===== config.mk =====
export PLATFORM = sky130hd
export DESIGN_NAME = spi_delay_line
export DESIGN_NICKNAME = d
export VERILOG_FILES = /design/src/rtl/spi_delay_line.sv
export SDC_FILE = /design/constraint.sdc
export NUM_CORES = 1
export LEC_CHECK = 0
export BUFFER_PORTS_ARGS = -buffer_cell sky130_fd_sc_hd__buf_2
export CORE_MARGIN = 3
export CORE_UTILIZATION = 40
export DETAILED_ROUTE_END_ITERATION = 7
export PLACE_DENSITY = 0.66
export SLEW_MARGIN = 20
export SYNTH_ARGS = -nofsm -noshare
export SYNTH_HDL_FRONTEND = slang
export SYNTH_SLANG_ARGS = --single-unit

===== constraint.sdc =====
create_clock -name clk -period 7.5 [get_ports clk]
set_input_delay 1.125 -clock clk [delete_from_list [all_inputs] [get_ports clk]]
set_output_delay 1.125 -clock clk [all_outputs]
set_load 0.02 [all_outputs]

===== src/rtl/spi_delay_line.sv =====
module spi_delay_line #(
  parameter int SCK_HALF = 2
) (
  input  logic       clk,
  input  logic       rst_n,
  input  logic       tick,
  input  logic [7:0] sample_in,
  input  logic [7:0] knob,
  input  logic [2:0] range_sel,
  input  logic       dual_ram,
  output logic       sck,
  output logic       mosi,
  input  logic       miso,
  output logic       cs_ram0_n,
  output logic       cs_ram1_n,
  output logic       cs_dac_n,
  output logic       overrun
);

  localparam int DIVW = (SCK_HALF > 1) ? $clog2(SCK_HALF) : 1;
  localparam logic [DIVW-1:0] DIV_LAST = DIVW'(SCK_HALF - 1);
  localparam logic [1:0] SEL_R0  = 2'd0;
  localparam logic [1:0] SEL_R1  = 2'd1;
  localparam logic [1:0] SEL_DAC = 2'd2;

  typedef enum logic [2:0] {S_INIT0, S_INIT1, S_IDLE, S_RD, S_DAC, S_WR} state_t;

  state_t         state;
  logic           active;
  logic [1:0]     cs_sel;
  logic [31:0]    sreg;
  logic [5:0]     bits;
  logic [DIVW-1:0] div;
  logic [7:0]     rx, rd_q, smp;
  logic [15:0]    wp, dly;
  logic           cfg_dual;

  logic [15:0]    rd_addr, dly_base, dly_next;
  logic [31:0]    f_word;
  logic [5:0]     f_len;
  logic [1:0]     f_cs;
  logic           launch, bit_end, frame_end;

  assign rd_addr   = wp - dly;
  assign dly_base  = cfg_dual ? {knob, 8'h00} : {1'b0, knob, 7'h00};
  assign dly_next  = dly_base >> range_sel;
  assign launch    = !active && state != S_IDLE;
  assign bit_end   = active && div == DIV_LAST && sck;
  assign frame_end = bit_end && bits == 6'd1;

  always_comb begin
    case (state)
      S_INIT0: begin f_word = {16'h0101, 16'h0000}; f_len = 6'd16; f_cs = SEL_R0; end
      S_INIT1: begin f_word = {16'h0101, 16'h0000}; f_len = 6'd16; f_cs = SEL_R1; end
      S_RD:    begin
        f_word = {8'h03, rd_addr, 8'hFF}; f_len = 6'd32;
        f_cs   = (cfg_dual && rd_addr[15]) ? SEL_R1 : SEL_R0;
      end
      S_DAC:   begin f_word = {4'b0011, rd_q, 4'b0000, 16'h0000}; f_len = 6'd16; f_cs = SEL_DAC; end
      default: begin
        f_word = {8'h02, wp, smp}; f_len = 6'd32;
        f_cs   = (cfg_dual && wp[15]) ? SEL_R1 : SEL_R0;
      end
    endcase
  end

  assign mosi      = active & sreg[31];
  assign cs_ram0_n = !(active && cs_sel == SEL_R0);
  assign cs_ram1_n = !(active && cs_sel == SEL_R1);
  assign cs_dac_n  = !(active && cs_sel == SEL_DAC);

  always_ff @(posedge clk) begin
    if (!rst_n) begin
      state    <= S_INIT0;
      active   <= 1'b0;
      cs_sel   <= SEL_R0;
      sreg     <= '0;
      bits     <= '0;
      div      <= '0;
      sck      <= 1'b0;
      rx       <= '0;
      rd_q     <= '0;
      smp      <= '0;
      wp       <= '0;
      dly      <= '0;
      cfg_dual <= 1'b0;
      overrun  <= 1'b0;
    end else begin
      overrun <= tick && state != S_IDLE;
      if (state == S_IDLE && tick) begin
        state    <= S_RD;
        smp      <= sample_in;
        cfg_dual <= dual_ram;
      end
      if (launch) begin
        active <= 1'b1;
        sreg   <= f_word;
        bits   <= f_len;
        cs_sel <= f_cs;
        div    <= '0;
        sck    <= 1'b0;
      end else if (active) begin
        if (div == DIV_LAST) begin
          div <= '0;
          sck <= !sck;
          if (!sck) begin
            rx <= {rx[6:0], miso};
          end else begin
            sreg <= {sreg[30:0], 1'b0};
            bits <= bits - 6'd1;
          end
        end else begin
          div <= div + DIVW'(1);
        end
        if (frame_end) begin
          active <= 1'b0;
          case (state)
            S_INIT0: state <= S_INIT1;
            S_INIT1: state <= S_IDLE;
            S_RD:    begin state <= S_DAC; rd_q <= rx; wp <= wp + 16'd1; end
            S_DAC:   state <= S_WR;
            default: begin state <= S_IDLE; dly <= dly_next; end
          endcase
        end
      end
    end
  end

  AST_ONE_SELECT: assert property (@(posedge clk) disable iff (!rst_n)
    $countones({cs_ram0_n, cs_ram1_n, cs_dac_n}) >= 2) else $error("cs");
  AST_SCK_PARKED: assert property (@(posedge clk) disable iff (!rst_n)
    (cs_ram0_n && cs_ram1_n && cs_dac_n) |-> !sck) else $error("sck");
  AST_MOSI_HELD: assert property (@(posedge clk) disable iff (!rst_n)
    (sck && $past(sck)) |-> $stable(mosi)) else $error("mosi");
  AST_PTR_STEP: assert property (@(posedge clk) disable iff (!rst_n)
    !$stable(wp) |-> wp == $past(wp) + 16'd1) else $error("wp");
  AST_DELAY_LATCH: assert property (@(posedge clk) disable iff (!rst_n)
    !$stable(dly) |-> $past(state) == S_WR && state == S_IDLE) else $error("dly");
  AST_NO_EXTRA_READ: assert property (@(posedge clk) disable iff (!rst_n)
    (tick && state == S_DAC) |=> state != S_RD) else $error("ovr");

endmodule


Word-level counts from Yosys, hierarchy flattened
Cells that the tools add are included.
{"block": "classes", "addsub": 4, "n_eq_ne": 8, "n_shift": 1, "muxes": 23, "bitwise_logic": 5, "reduce_logical": 30}
{"operator": "32-bit two-way mux", "n": 4}
{"operator": "30-bit one-hot mux with 3 select lines", "n": 1}
{"operator": "6-bit two-way mux", "n": 5}
{"operator": "16-bit by 1-bit adder with 16-bit output, second input constant", "n": 1}
{"operator": "16-bit two-way mux", "n": 1}
{"operator": "16-bit by 3-bit right shift with 16-bit output", "n": 1}
{"operator": "16-bit subtractor", "n": 1}
{"operator": "3-bit two-way mux", "n": 4}
{"operator": "4-bit AND reduction", "n": 3}
{"operator": "1-bit logical AND", "n": 11}
{"operator": "3-bit one-hot mux with 3 select lines", "n": 1}
{"operator": "2-bit one-hot mux with 4 select lines", "n": 1}
{"operator": "3-bit by 2-bit == test with 1-bit output, second input constant", "n": 2}
{"operator": "6-bit by 1-bit == test with 1-bit output, second input constant", "n": 1}
{"operator": "1-bit two-way mux", "n": 6}
{"operator": "2-bit nonzero test", "n": 3}
{"operator": "6-bit by 1-bit subtractor with 6-bit output, second input constant", "n": 1}
{"operator": "1-bit zero test", "n": 5}
{"operator": "1-bit NOT", "n": 4}
{"operator": "2-bit OR reduction", "n": 2}
{"operator": "4-bit OR reduction", "n": 1}
{"operator": "3-bit by 1-bit == test with 1-bit output, second input constant", "n": 1}
{"operator": "3-bit == test, second input constant", "n": 1}
{"operator": "3-bit zero test", "n": 1}
{"operator": "other kinds (9)", "n": 9}
{"block": "word_totals", "reg_bits": 104, "inputBits": 24, "output_inout_bits": 6, "wordCells": 85}

Logic depth before layout (Yosys ltp)
{"block": "logic_depth", "ltp_word": 6, "mapped_depth": 11, "mapped_depth_nobuf": 10}

Worst setup path before layout
No wires, ideal clock.
{"block": "synth_timing", "kind": "flip-flop to output port", "from": "reg active", "to": "out cs_ram0_n", "arrival_time_ns": 1.376, "required_time_ns": 6.375, "setup_slack_ns": 4.999, "stages_incl_launch_ff": 4, "n_path_buf": 1, "path_cell_list": "dfxtp_1 clkbuf_1 clkinv_1 or3_1"}
{"block": "synth_between", "elab_chain_cells": 2}
{"element": "start, declared", "line": "29", "rtl": "logic active;"}
{"element": "start signal, assigned", "line": "75", "rtl": "active <= 1'b0;"}
{"element": "start signal, assigned", "line": "96", "rtl": "active <= 1'b1;"}
{"element": "start signal, assigned", "line": "116", "rtl": "active <= 1'b0;"}
{"element": "1-bit logical AND", "line": "68", "rtl": "assign cs_ram0_n = !(active && cs_sel == SEL_R0);"}
{"element": "1-bit zero test", "line": "68"}
{"element": "end, declared", "line": "14", "rtl": "output logic cs_ram0_n,"}
Every way passes these cells.

Worst setup path in the final report
{"block": "layout_timing", "from": "reg active", "to": "reg wp[15]"}
{"block": "layout_between", "elab_chain_cells": 4, "word_cells_on_any_way": 7, "classes_between": "bitwise: 1; reduce/logical: 6"}
{"element": "1-bit logical AND or 1-bit zero test (tied branches)", "line": "48, 47"}
{"element": "1-bit logical AND, on equally long branches", "line": "48, 47"}
{"element": "1-bit logical AND or 1-bit NOT (tied branches)"}
{"element": "4-bit AND reduction (no line) (*)"}
{"element": "end signal, assigned", "line": "84", "rtl": "wp <= '0;"}
{"element": "end signal, assigned", "line": "120", "rtl": "S_RD: begin state <= S_DAC; rd_q <= rx; wp <= wp + 16'd1; end"}
{"element": "end, declared", "line": "35", "rtl": "logic [15:0] wp, dly;"}
Every way passes the cells marked *; elsewhere a longest branch is shown, timed or not.
A chain may end at the register's enable or synchronous reset.

==> results by group <==
Synthesis
  – Share of the synthesized area in the top cell type: 37.8%
  – Post-synth ARST share: 0%
  – Syn_nets: 761
  – Gate Count Post-Synth: around 720
  – Seq/Total Area, Yosys: 37.8%
  – Mapped cell area: 5510 um^2
  – Synth area leaders: dfxtp_1 (38%), nand2_1 (9.1%), a21oi_1 (7.1%)
  – Syn_area_per_cell: just under 8 um^2
  – Primary FF master, synth: dfxtp_1
  – FF+latch count, synth: 104
  – EDFF count, synth: 0
  – Syn. warnings: 0
  – Area leader, netlist: dfxtp_1
  – Post-synth cell types: 56

STA
  – RSZ-0062 raised after global routing: no
  – Fin crit share: 45.5%
  – Worst Skew: 6.51 ps
  – Least-Margin Pin Slew: 1040 ps
  – Setup Viol. Count Final: 0
  – Post-layout min period: approximately 3400 ps
  – Final Hold Viols: 0
  – Max-slew headroom: 30.7%
  – Setup TNS: 0 ps
  – F_max: 0.293 GHz
  – Final Max Tran Viols: 0

Cells and area
  – Ratio of cells with drive above 1 in the final layout: 8.06%
  – Final Net Count: 759
  – # diodes: 0
  – Fin util: 45.0%
  – Commonest cells after routing, fill and taps aside: nand2_1 (133), dfxtp_1 (104), a21oi_1 (78)
  – Area grow syn2layout: 9.00%
  – Most common cell after layout, fill and taps aside: nand2_1

Clocking
  – H-tree Lvls: 3
  – Max clock buf depth: 2
  – CTS Hold Bufs: 0
  – Root Buffer: clkbuf_16
  – CTS tree: yes
  – Clk pin slew, worst setup/hold paths: 70 ps
  – Sink Count: between 100 and 150
  – Post-CTS Repair Setup Buffers: 0
  – Worst skew pair latency: 350 ps
  – TritonCTS buffer count: 9
  – # resized after CTS: 0

Job
  – MaxCap Viol Count: 0

Routing
  – DR vias: 4957
  – Initial DRT Pass Iterations: 6
  – Number of remaining DRC errors: 0
  – Wire per inst: about 16 um
  – Final WL: between 10 and 15 mm
  – Initial DRC count: 329
  – Drt via density: 5.53
  – ANT nets after route: 0

Outcome
  – Status: complete, no violations

Critical path
  – WS Path Type: flop to flop
  – CP max stage delay: 920 ps
  – CP max FO: 29
  – Kind of end point of the critical path: flop
  – Reg2reg start: active
  – R2R Setup Slk: 4090 ps
  – Slowest-stage cell, CP: and3_1
  – Startpoint types: flop
  – Crit path required time: 7710 ps
  – R2R cell count: 7
  – Worst Setup SP: active
  – Most used cell, CP: and3_1
  – CP Cell Sequence: and3_1 -> and4_1 -> and3_1 -> nand4_4 -> nor3_1 -> xnor2_1 -> nor2_1
  – Critical Path AT: about 3600 ps
  – R2R Path End: wp[15]
  – Setup crit end: wp[15]

GRT
  – Vias in the first global route: 4794
  – Top Usage Layer GRT: met2
  – GRT Residual Overflow: 0
  – Largest net degree at the start of global routing: 76
  – Met1 Resource Use GR: 25.5%
  – First-pass GRT wire length: roughly 23 mm
  – Met3 Track Usage GR: 5.17%
  – All-layer global routing usage: about a fifth
  – Initial antenna violation count: 0
  – Met2 global-route usage: 30.9%

Die
  – IO Count: 30
  – Initial Util: 41.3%
  – Rows: 42
  – Die ar.: 15200 um^2
  – Overall die height: 123 um
  – Core area: between 10000 and 15000 um^2
  – Die Wd: 123 um

Worst hold path
  – Hold Crit Class: flop to flop
  – Cells on Worst Hold Path: 2

Place
  – Detail Placement HPWL: 9.80 mm
  – Port-buffer cells: 29
  – GPL Wtd Cong: 0.858

Power
  – Pwr dens: 184 nW/um^2
  – LEAKAGE: 2.20 nW
  – Worst vdd ir: between 0.15 and 0.2 mV
synth_stat cells, types with 2 or more instances:
library cell	instances
buf_4	3
mux2_2	4
a22oi_1	3
o21a_1	3
a21o_1	8
nand4_1	8
or3_1	6
a221oi_1	4
nand2_1	133
o22ai_1	8
dfxtp_1	104
or2_2	3
a31oi_1	11
buf_1	2
nand3_1	25
nand2b_1	4
nor2b_1	6
mux2i_1	17
xnor2_1	17
a211oi_1	5
nor3b_1	2
xor2_1	11
and2_1	4
a311oi_1	8
o211ai_1	4
nand3b_1	2
nor2_1	58
inv_1	30
a21oi_1	78
o21ai_0	50
ha_1	19
a221o_1	2
nor4_1	4
nor3_1	6
and3_1	5
buf_2	7
clkbuf_1	32
o211a_1	3
cells by family after synthesis:
family | synth area share (%)
XOR/XNOR | 4.45
flip-flops | 37.8
buffers and inverters | 5.47
AND/OR/NAND/NOR | 22.1
AO/OA/AOI/OAI | 21.6
adder cells (fa/ha/maj) | 4.68
multiplexers | 3.91
worst max-delay path: cells and delay by family, from the launching register on:
kind,cells,cell delay [ps]
AND/OR/NAND/NOR,6,2520
flip-flops,1,560
XOR/XNOR,1,170
routing by layer:
metal	up-vias	wire, um
met1	2326	6320
met5	-	0
li1	2488	-
met3	13	785
met4	0	198
met2	130	6620
through the flow:
stage / cell area [um^2] / hold slack (ps) / std cells / worst slack, ps / total power, W
floorplan: 5510 / 429 / 717 / 5000 / 0.000620
global placement: 5700 / 443 / 880 / 4250 / 0.000636
detailed placement: 5700 / 444 / 880 / 4100 / 0.000637
CTS: 6000 / 454 / 896 / 4070 / 0.00112
global route: 6000 / 466 / 896 / 3770 / 0.00115
finish: 6000 / 452 / 896 / 4090 / 0.00111
registers in the layout (all words and copies together), names as in the netlist:
name      flops
cfg_dual      1
rx            8
sreg         32
smp           8
active        1
sck           1
wp           16
overrun       1
state         3
dly          16
rd_q          8
div           1
bits          6
cs_sel        2
worst min-delay path by stage:
stage             start        to  slack (ps)
2_1_floorplan  sreg[29]  sreg[30]         430
3_3_place_gp     smp[3]    smp[3]         440
3_5_place_dp   sreg[31]  sreg[31]         440
4_1_cts        sreg[31]  sreg[31]         450
5_1_grt          smp[7]    smp[7]         470
6_report       sreg[31]  sreg[31]         450
power by group:
group / total [W] / internal, W / leakage, nW / switching [W]
Clock: 0.000479 / 0.000276 / 0.150 / 0.000203
Combinational: 0.0000610 / 0.0000215 / 1.21 / 0.0000395
Sequential: 0.000565 / 0.000560 / 0.843 / 0.00000558
Total: 0.00111 / 0.000858 / 2.20 / 0.000248
final cells by class:
cell class,instances,area (um^2)
clock buffer,13,260
tap,176,220
multi-input combinational,538,3120
inverter,31,116
clock inverter,3,40.0
sequential,104,2080
timing repair buffer,31,160
fill,1346,7340
No activity file was read; power rests on OpenSTA's default activity.
